===== src/rtl/bhp_pkg.sv =====
package bhp_pkg;
  localparam int ADDR_W = 2;
  localparam logic [ADDR_W-1:0] ADDR_DATA = 2'd0;
  localparam logic [ADDR_W-1:0] ADDR_STAT = 2'd1;
  localparam logic [ADDR_W-1:0] ADDR_CTRL = 2'd2;

  // strobes from the control to the datapath
  typedef struct packed {
    logic wrData;
    logic wrCtrl;
    logic rdData;
    logic loadIn;
  } bhpStrobes_t;
endpackage


===== src/rtl/bhp_ctrl.sv =====
module bhp_ctrl
  import bhp_pkg::*;
(
  input  logic              clk,
  input  logic              rstN,
  input  logic [ADDR_W-1:0] cpuAddr,
  input  logic              cpuWr,
  input  logic              cpuRd,
  input  logic              ackN,
  input  logic              stbN,
  input  logic              outIntEn,
  input  logic              inIntEn,
  output bhpStrobes_t       strobes,
  output logic              obfN,
  output logic              ibf,
  output logic              outDone,
  output logic              inReady,
  output logic              intr,
  output logic              busErr
);
  logic ackPrev, stbPrev;
  logic wrData, rdData, rdStat, wrCtrl;
  logic conflict, loadIn, ackRise, stbRise;

  assign wrData   = cpuWr && (cpuAddr == ADDR_DATA);
  assign wrCtrl   = cpuWr && (cpuAddr == ADDR_CTRL);
  assign rdData   = cpuRd && (cpuAddr == ADDR_DATA);
  assign rdStat   = cpuRd && (cpuAddr == ADDR_STAT);
  assign conflict = !ackN && !stbN;
  assign loadIn   = !stbN && ackN;
  assign ackRise  = ackN && !ackPrev;
  assign stbRise  = stbN && !stbPrev;

  always_comb begin
    strobes.wrData = wrData;
    strobes.wrCtrl = wrCtrl;
    strobes.rdData = rdData;
    strobes.loadIn = loadIn;
  end

  assign intr = (outDone && outIntEn) || (inReady && inIntEn);

  always_ff @(posedge clk) begin
    if (!rstN) begin
      ackPrev <= 1'b1;
      stbPrev <= 1'b1;
      obfN    <= 1'b1;
      ibf     <= 1'b0;
      outDone <= 1'b0;
      inReady <= 1'b0;
      busErr  <= 1'b0;
    end else begin
      ackPrev <= ackN;
      stbPrev <= stbN;
      // output side: write wins over acknowledge
      if (wrData)     obfN <= 1'b0;
      else if (!ackN) obfN <= 1'b1;
      if (wrData)                outDone <= 1'b0;
      else if (ackRise && obfN)  outDone <= 1'b1;
      // input side: load wins over read
      if (loadIn)      ibf <= 1'b1;
      else if (rdData) ibf <= 1'b0;
      if (stbRise && ibf) inReady <= 1'b1;
      else if (rdData)    inReady <= 1'b0;
      // bus fight
      if (conflict)    busErr <= 1'b1;
      else if (rdStat) busErr <= 1'b0;
    end
  end

  AST_OBF_ON_WRITE: assert property (@(posedge clk) disable iff (!rstN)
    wrData |=> !obfN);
  AST_ACK_EMPTIES: assert property (@(posedge clk) disable iff (!rstN)
    (!ackN && !wrData) |=> obfN);
  AST_IBF_ON_STROBE: assert property (@(posedge clk) disable iff (!rstN)
    loadIn |=> ibf);
  AST_CONFLICT_FLAGGED: assert property (@(posedge clk) disable iff (!rstN)
    conflict |=> busErr);
  AST_ERR_STICKY: assert property (@(posedge clk) disable iff (!rstN)
    (busErr && !rdStat) |=> busErr);
  AST_DONE_CLEARED: assert property (@(posedge clk) disable iff (!rstN)
    wrData |=> !outDone);
endmodule


===== src/rtl/bhp_dp.sv =====
module bhp_dp
  import bhp_pkg::*;
#(
  parameter int DATA_W = 8,
  parameter int GPIO_W = 3
) (
  input  logic              clk,
  input  logic              rstN,
  input  bhpStrobes_t       strobes,
  input  logic [ADDR_W-1:0] cpuAddr,
  input  logic [DATA_W-1:0] cpuWrData,
  input  logic [DATA_W-1:0] padIn,
  input  logic [GPIO_W-1:0] pcIn,
  input  logic              obfN,
  input  logic              ibf,
  input  logic              outDone,
  input  logic              inReady,
  input  logic              intr,
  input  logic              busErr,
  output logic [DATA_W-1:0] cpuRdData,
  output logic [DATA_W-1:0] padOut,
  output logic [GPIO_W-1:0] pcOut,
  output logic              outIntEn,
  output logic              inIntEn
);
  localparam int CTRL_W = 2 + 2 * GPIO_W;
  localparam int STAT_W = 6;

  logic [DATA_W-1:0] outLatch, inLatch;
  logic [DATA_W-1:0] statWord, ctrlWord;

  always_ff @(posedge clk) begin
    if (!rstN) begin
      outLatch <= '0;
      inLatch  <= '0;
      pcOut    <= '0;
      outIntEn <= 1'b0;
      inIntEn  <= 1'b0;
    end else begin
      if (strobes.wrData) outLatch <= cpuWrData;
      if (strobes.loadIn) inLatch  <= padIn;
      if (strobes.wrCtrl) begin
        outIntEn <= cpuWrData[0];
        inIntEn  <= cpuWrData[1];
        pcOut    <= cpuWrData[2 +: GPIO_W];
      end
    end
  end

  always_comb begin
    statWord = '0;
    statWord[DATA_W-1 -: STAT_W] = {!obfN, outDone, ibf, inReady, intr, busErr};
    ctrlWord = '0;
    ctrlWord[CTRL_W-1:0] = {pcIn, pcOut, inIntEn, outIntEn};
    unique case (cpuAddr)
      ADDR_DATA: cpuRdData = inLatch;
      ADDR_STAT: cpuRdData = statWord;
      ADDR_CTRL: cpuRdData = ctrlWord;
      default:   cpuRdData = '0;
    endcase
  end

  assign padOut = outLatch;

  AST_WRITE_LATCHES: assert property (@(posedge clk) disable iff (!rstN)
    strobes.wrData |=> (padOut == $past(cpuWrData)));
  AST_INPUT_HELD: assert property (@(posedge clk) disable iff (!rstN)
    !strobes.loadIn |=> $stable(inLatch));
  AST_INPUT_LOADED: assert property (@(posedge clk) disable iff (!rstN)
    strobes.loadIn |=> (inLatch == $past(padIn)));
endmodule


===== src/rtl/bhp_port.sv =====
module bhp_port
  import bhp_pkg::*;
#(
  parameter int DATA_W = 8,
  parameter int GPIO_W = 3
) (
  input  logic              clk,
  input  logic              rstN,
  input  logic [1:0]        cpuAddr,
  input  logic              cpuWr,
  input  logic              cpuRd,
  input  logic [DATA_W-1:0] cpuWrData,
  output logic [DATA_W-1:0] cpuRdData,
  input  logic [DATA_W-1:0] padIn,
  output logic [DATA_W-1:0] padOut,
  output logic              padOe,
  output logic              obfN,
  input  logic              ackN,
  output logic              ibf,
  input  logic              stbN,
  output logic              intr,
  input  logic [GPIO_W-1:0] pcIn,
  output logic [GPIO_W-1:0] pcOut,
  output logic              busErr
);
  bhpStrobes_t strobes;
  logic outDone, inReady, outIntEn, inIntEn;

  // pins driven only while the peripheral acknowledges
  assign padOe = !ackN;

  bhp_ctrl u_ctrl (
    .clk(clk), .rstN(rstN), .cpuAddr(cpuAddr), .cpuWr(cpuWr), .cpuRd(cpuRd),
    .ackN(ackN), .stbN(stbN), .outIntEn(outIntEn), .inIntEn(inIntEn),
    .strobes(strobes), .obfN(obfN), .ibf(ibf), .outDone(outDone),
    .inReady(inReady), .intr(intr), .busErr(busErr)
  );

  bhp_dp #(.DATA_W(DATA_W), .GPIO_W(GPIO_W)) u_dp (
    .clk(clk), .rstN(rstN), .strobes(strobes), .cpuAddr(cpuAddr),
    .cpuWrData(cpuWrData), .padIn(padIn), .pcIn(pcIn), .obfN(obfN),
    .ibf(ibf), .outDone(outDone), .inReady(inReady), .intr(intr),
    .busErr(busErr), .cpuRdData(cpuRdData), .padOut(padOut), .pcOut(pcOut),
    .outIntEn(outIntEn), .inIntEn(inIntEn)
  );
endmodule


===== config.mk =====
export PLATFORM = sky130hd
export DESIGN_NAME = bhp_port
export DESIGN_NICKNAME = d
export VERILOG_FILES = /design/src/rtl/bhp_pkg.sv /design/src/rtl/bhp_ctrl.sv /design/src/rtl/bhp_dp.sv /design/src/rtl/bhp_port.sv
export SDC_FILE = /design/constraint.sdc
export NUM_CORES = 1
export LEC_CHECK = 0
export BUFFER_PORTS_ARGS = -buffer_cell sky130_fd_sc_hd__buf_2
export CORE_UTILIZATION = 45
export CTS_CLUSTER_DIAMETER = 100
export DETAILED_ROUTE_END_ITERATION = 10
export PLACE_DENSITY = 0.76
export SLEW_MARGIN = 20
export SYNTH_ARGS = -nofsm -noshare
export SYNTH_HDL_FRONTEND = slang
export SYNTH_SLANG_ARGS = --single-unit

===== constraint.sdc =====
create_clock -name clk -period 1.3 [get_ports clk]
set_input_delay 0.26 -clock clk [delete_from_list [all_inputs] [get_ports clk]]
set_output_delay 0.26 -clock clk [all_outputs]
set_load 0.1 [all_outputs]

# After elaboration in Yosys (flattened, before gate mapping)

Cells that the tools add are included.
Widths: inputs -> output; s select.

Bitwise gates (word level): 1
Reduce and logical (&&, ||, !) cells: 23
Equal/unequal tests: 3
Mux-type cells: 8

Operators with widths:

| operator           | count |
|---|---|
| $pmux 8 s3         | 1 |
| $logic_and 1x1->1  | 12 |
| $mux 1             | 7 |
| $reduce_bool 2->1  | 3 |
| $logic_not 1->1    | 5 |
| $eq 2x1->1 const B | 1 |
| $eq 2x2->1 const B | 1 |
| $logic_not 2->1    | 1 |
| $ne 2x1->1 const B | 1 |
| $reduce_or 2->1    | 1 |
| $logic_or 1x1->1   | 1 |
| $not 1->1          | 1 |

Word-level logic and storage cells: 47
Register bits after elaboration: 28

# Longest topological paths before layout

Depth after elaboration: 4
Depth in mapped cells: 4
Mapped depth without buffers: 3

# Modules after synthesis

A second synthesis with hierarchy kept.

Cell total of the unflattened synthesis: 122
Area total of the unflattened synthesis: 1,283.7 um2

Modules (own cells, without submodules):

| module   | instances | cells an instance | area each (um2) | seq. area each (um2) |
|---|---|---|---|---|
| bhp_dp   | 1         | 88                | 965.9           | 420.4 |
| bhp_ctrl | 1         | 33                | 314.1           | 140.1 |
| bhp_port | 1         | 1                 | 3.8             | 0.0 |

# Worst setup path before layout

Ideal clock, no wire load.

Kind: register to output
From: register u_dp.pcOut[0]
To: output port cpuRdData[2]
Path buffers: 0
Data required time: 1.040 ns
Path slack: -2.204 ns
Data arrival time: 3.244 ns
Cell stages (with the launch flop): 3
Path through: dfxtp_1 mux2i_1 o21ai_0

Longest elaborated chain between the ends: 1

Ends and longest elaborated chain:

| element                | line           | RTL |
|---|---|---|
| from (decl)            | bhp_dp.sv:22   | `output logic [GPIO_W-1:0] pcOut,` |
| from (signal assigned) | bhp_dp.sv:45   | `pcOut <= cpuWrData[2 +: GPIO_W];` |
| $pmux 8 s3             | bhp_dp.sv:55   | `unique case (cpuAddr)` |
| to (decl)              | bhp_port.sv:13 | `output logic [DATA_W-1:0] cpuRdData,` |

No other way between the ends.

# Worst setup path in the final report

From: register u_dp.inLatch[3]
To: output port cpuRdData[3]

Longest elaborated chain between the ends: 1

Ends and longest elaborated chain:

| element                | line         | RTL |
|---|---|---|
| from (decl)            | bhp_dp.sv:29 | `logic [DATA_W-1:0] outLatch, inLatch;` |
| from (signal assigned) | bhp_dp.sv:41 | `if (strobes.loadIn) inLatch <= padIn;` |
| $pmux 8 s3             | bhp_dp.sv:55 |  |

No other way between the ends.

==> impl_metrics.py <==
metrics = {
    "synth": {
        "synth_edf_count": 0,
        "synth_compound_area_share_pct": 16.4,
        "synth_top_area_share_pct": 45.8,
        "synth_fa_ha_area_share_pct": 0,
        "netlist_instances": 147,
        "synth_most_common_cell": "nand2_1",
        "synthDistinctLibCells": 24,
        "synth.area.top_cells": "dfxtp_1, nand2_1, o21ai_0",
        "synthArstFlopShare_pct": 0,
        "ys_seq_elements": 28,
        "synth_mux_area_share_pct": 6.54,
        "synth_simple_gate_area_share_pct": 26.2,
        "synth_common_cells": "nand2_1, dfxtp_1, o21ai_0, nand3_1, a21boi_0",
        "netlist.top_cell.by_area": "dfxtp_1",
        "avgSynthCellArea_sq_um": 8.32,
        "synth_top_flop_cell": "dfxtp_1",
        "synth_nets": 174,
        "synth_top_family_by_area": "simple AND/OR/NAND/NOR gates",
        "syn_area_sq_mm": 0.00122,
        "ys_warn_count": 0,
        "synth_xor_area_share_pct": 0,
        "ys_seq_area_share_pct": 45.8,
    },
    "global_route": {
        "grt_pass1_wl_mm": 6.41,
        "antenna_found_initial": 0,
        "overflow": 0,
        "grt_max_degree": 44,
        "global_route.usage.total_pct": 33.1,
        "grt_pass1_vias": 1253,
    },
    "power_and_ir_drop": {
        "pwr-share-seq_pct": 44.5,
        "leakage_nw": 0.900,
        "p_clk_share_pct": 24.9,
        "comb_power_share_pct": 30.7,
        "p_int_mw": 1.38,
        "irDropWorstVdd_mv": 1.14,
        "switching_share_pct": 34.3,
        "power_density_mw_per_mm2": 928,
        "power.switching_mw": 0.717,
    },
    "run_status": {
        "violations": "negative setup slack",
        "status": "complete, but fails checks",
    },
    "setup_path": {
        "arrival_ps": 1310,
        "cp-end-kind": "output pin",
        "critPathLaunchType": "flop",
        "cp_max_fo": 2,
        "critical_path_class": "reg -> out",
        "reg2regPathDepth": 3,
        "cp_data_required_time_ps": 1040,
    },
    "cts": {
        "ctsHoldBuffers": 0,
        "ctsRootBufferMaster": "clkbuf_4",
        "clock_latency_ps": 350,
        "numCtsBuffers": 3,
        "cts_buffer_depth": 2,
        "cts_num_sinks": 28,
        "htreeDepth": 1,
        "cts.clk_slew.worst_paths_ps": 160,
        "cts_tree": "built",
    },
    "timing": {
        "timing.fmax_ghz": 0.637,
        "drv_slew": 0,
        "setup_slack_ps": -271,
        "setup_viol": 9,
        "fin_crit_ps": 1570,
        "worst_pin_slew_ps": 339,
        "skew_ps": 1.51,
        "period_share_pct": 121,
        "grt_setup_unrepaired": "true",
        "hold_viol_final": 0,
        "slew_headroom_pct": 77.4,
    },
    "placed_design": {
        "postPlaceCellArea_sq_mm": 0.00205,
        "gp_congestion": 0.782,
        "hpwlAfterDp_mm": 2.53,
        "portBuffers": 50,
    },
    "min_path": {
        "hold_path_class": "in -> reg",
        "holdPathStages": 3,
    },
    "floorplan": {
        "coreArea_sq_mm": 0.00252,
        "ios": 51,
        "fp.dieW_um": 54.1,
        "initial_core_util_pct": 48.5,
        "die_area_sq_mm": 0.00293,
        "die_h_um": 54.1,
        "std_cell_rows": 18,
    },
    "cells_and_area": {
        "post-route-util_pct": 89.4,
        "synthToLayoutAreaGrowth_pct": 84.4,
        "fin_area_sq_mm": 0.00226,
        "drive_gt1_share_pct": 51.0,
        "diodes": 0,
        "finalNetCount": 234,
    },
    "drt": {
        "antenna_left": 0,
        "drt_iter0_drc": 42,
        "routed-via-count": 1322,
        "routed_via_density": 5.60,
        "drcViolationCount": 0,
        "wire_per_inst_um": 18.9,
        "firstDrtPassIters": 4,
        "routed_wl_mm": 4.46,
    },
    "run": {
        "max_cap_violations": 0,
    },
}
## cells by family after synthesis
group | count (synthesis)
AOI/OAI and AO/OA | 34
buffers and inverters | 12
DFF | 28
muxes | 8
and+or+nand+nor | 65
## worst max-delay path, stage by stage, from the launching register on
cell and delay [ps]:
dfxtp_1 450, mux2i_4 110, o21ai_4 200, buf_12 200
## cell usage in the layout, fill, tap and decap left out, drive strengths merged
cell / count
mux2i: 8
clkbuf: 4
and2b: 1
buf: 65
o21a: 1
a22o: 1
nand4b: 1
a21boi: 9
nand3b: 1
nand2: 38
nor2b: 1
a31oi: 1
nor3b: 3
nand3: 13
nand2b: 3
inv: 2
o21ai: 22
dfxtp: 28
nor2: 4
## path summary, 6_finish.rpt
kind	from	slack, ps	endpoint
setup reg to reg	u_dp.outIntEn$_SDFFE_PN0P_	450	u_dp.outIntEn$_SDFFE_PN0P_
setup / recovery	u_dp.inLatch[3]$_SDFFE_PN0P_	-270	cpuRdData[3]
hold / removal	padIn[2]	130	u_dp.inLatch[2]$_SDFFE_PN0P_
hold reg to reg	u_dp.inLatch[6]$_SDFFE_PN0P_	490	u_dp.inLatch[6]$_SDFFE_PN0P_
## layout make-up
cell class,instances,area (sq um)
Multi-Input combinational cell,107,790
Timing Repair Buffer,65,782
Sequential cell,28,592
Fill cell,111,267
Clock buffer,4,47.5
Tap cell,30,37.5
Inverter,2,7.51
## metrics by stage
stage / setup slack [ps] / hold WS, ps / TNS (ps) / power (mW) / instances
2_1_floorplan: -196 / 361 / -820 / 1.31 / 147
3_3_place_gp: -145 / 453 / -998 / 1.53 / 225
3_5_place_dp: -178 / 471 / -1450 / 1.54 / 225
4_1_cts: -239 / 134 / -1380 / 2.06 / 234
5_1_grt: -302 / 124 / -2080 / 2.16 / 236
6_report: -271 / 127 / -1670 / 2.09 / 236
## timing repair
action,CTS,global route
resized for setup,20,7
endpoints found under the hold margin,0,0
endpoints found under the setup margin,9,12
setup buffers,5,2
pin swaps,4,1
## layer usage
layer  vias to the layer above  track usage (%)  wire, um
li1                        617                -         -
met2                        83             56.3      2290
met4                         0             25.2       265
met5                         -                0         0
met3                        27             7.91       298
met1                       595             34.8      1610
## power by group through the flow
stage	Clock [mW]	Sequential (mW)	Combinational, mW
after global placement	0	0.946	0.582
final	0.521	0.930	0.642
after detailed placement	0	0.948	0.593
after floorplan	0	1.06	0.252
after global routing	0.562	0.933	0.664
after CTS	0.511	0.929	0.623
(Power assumes the default switching activity.)
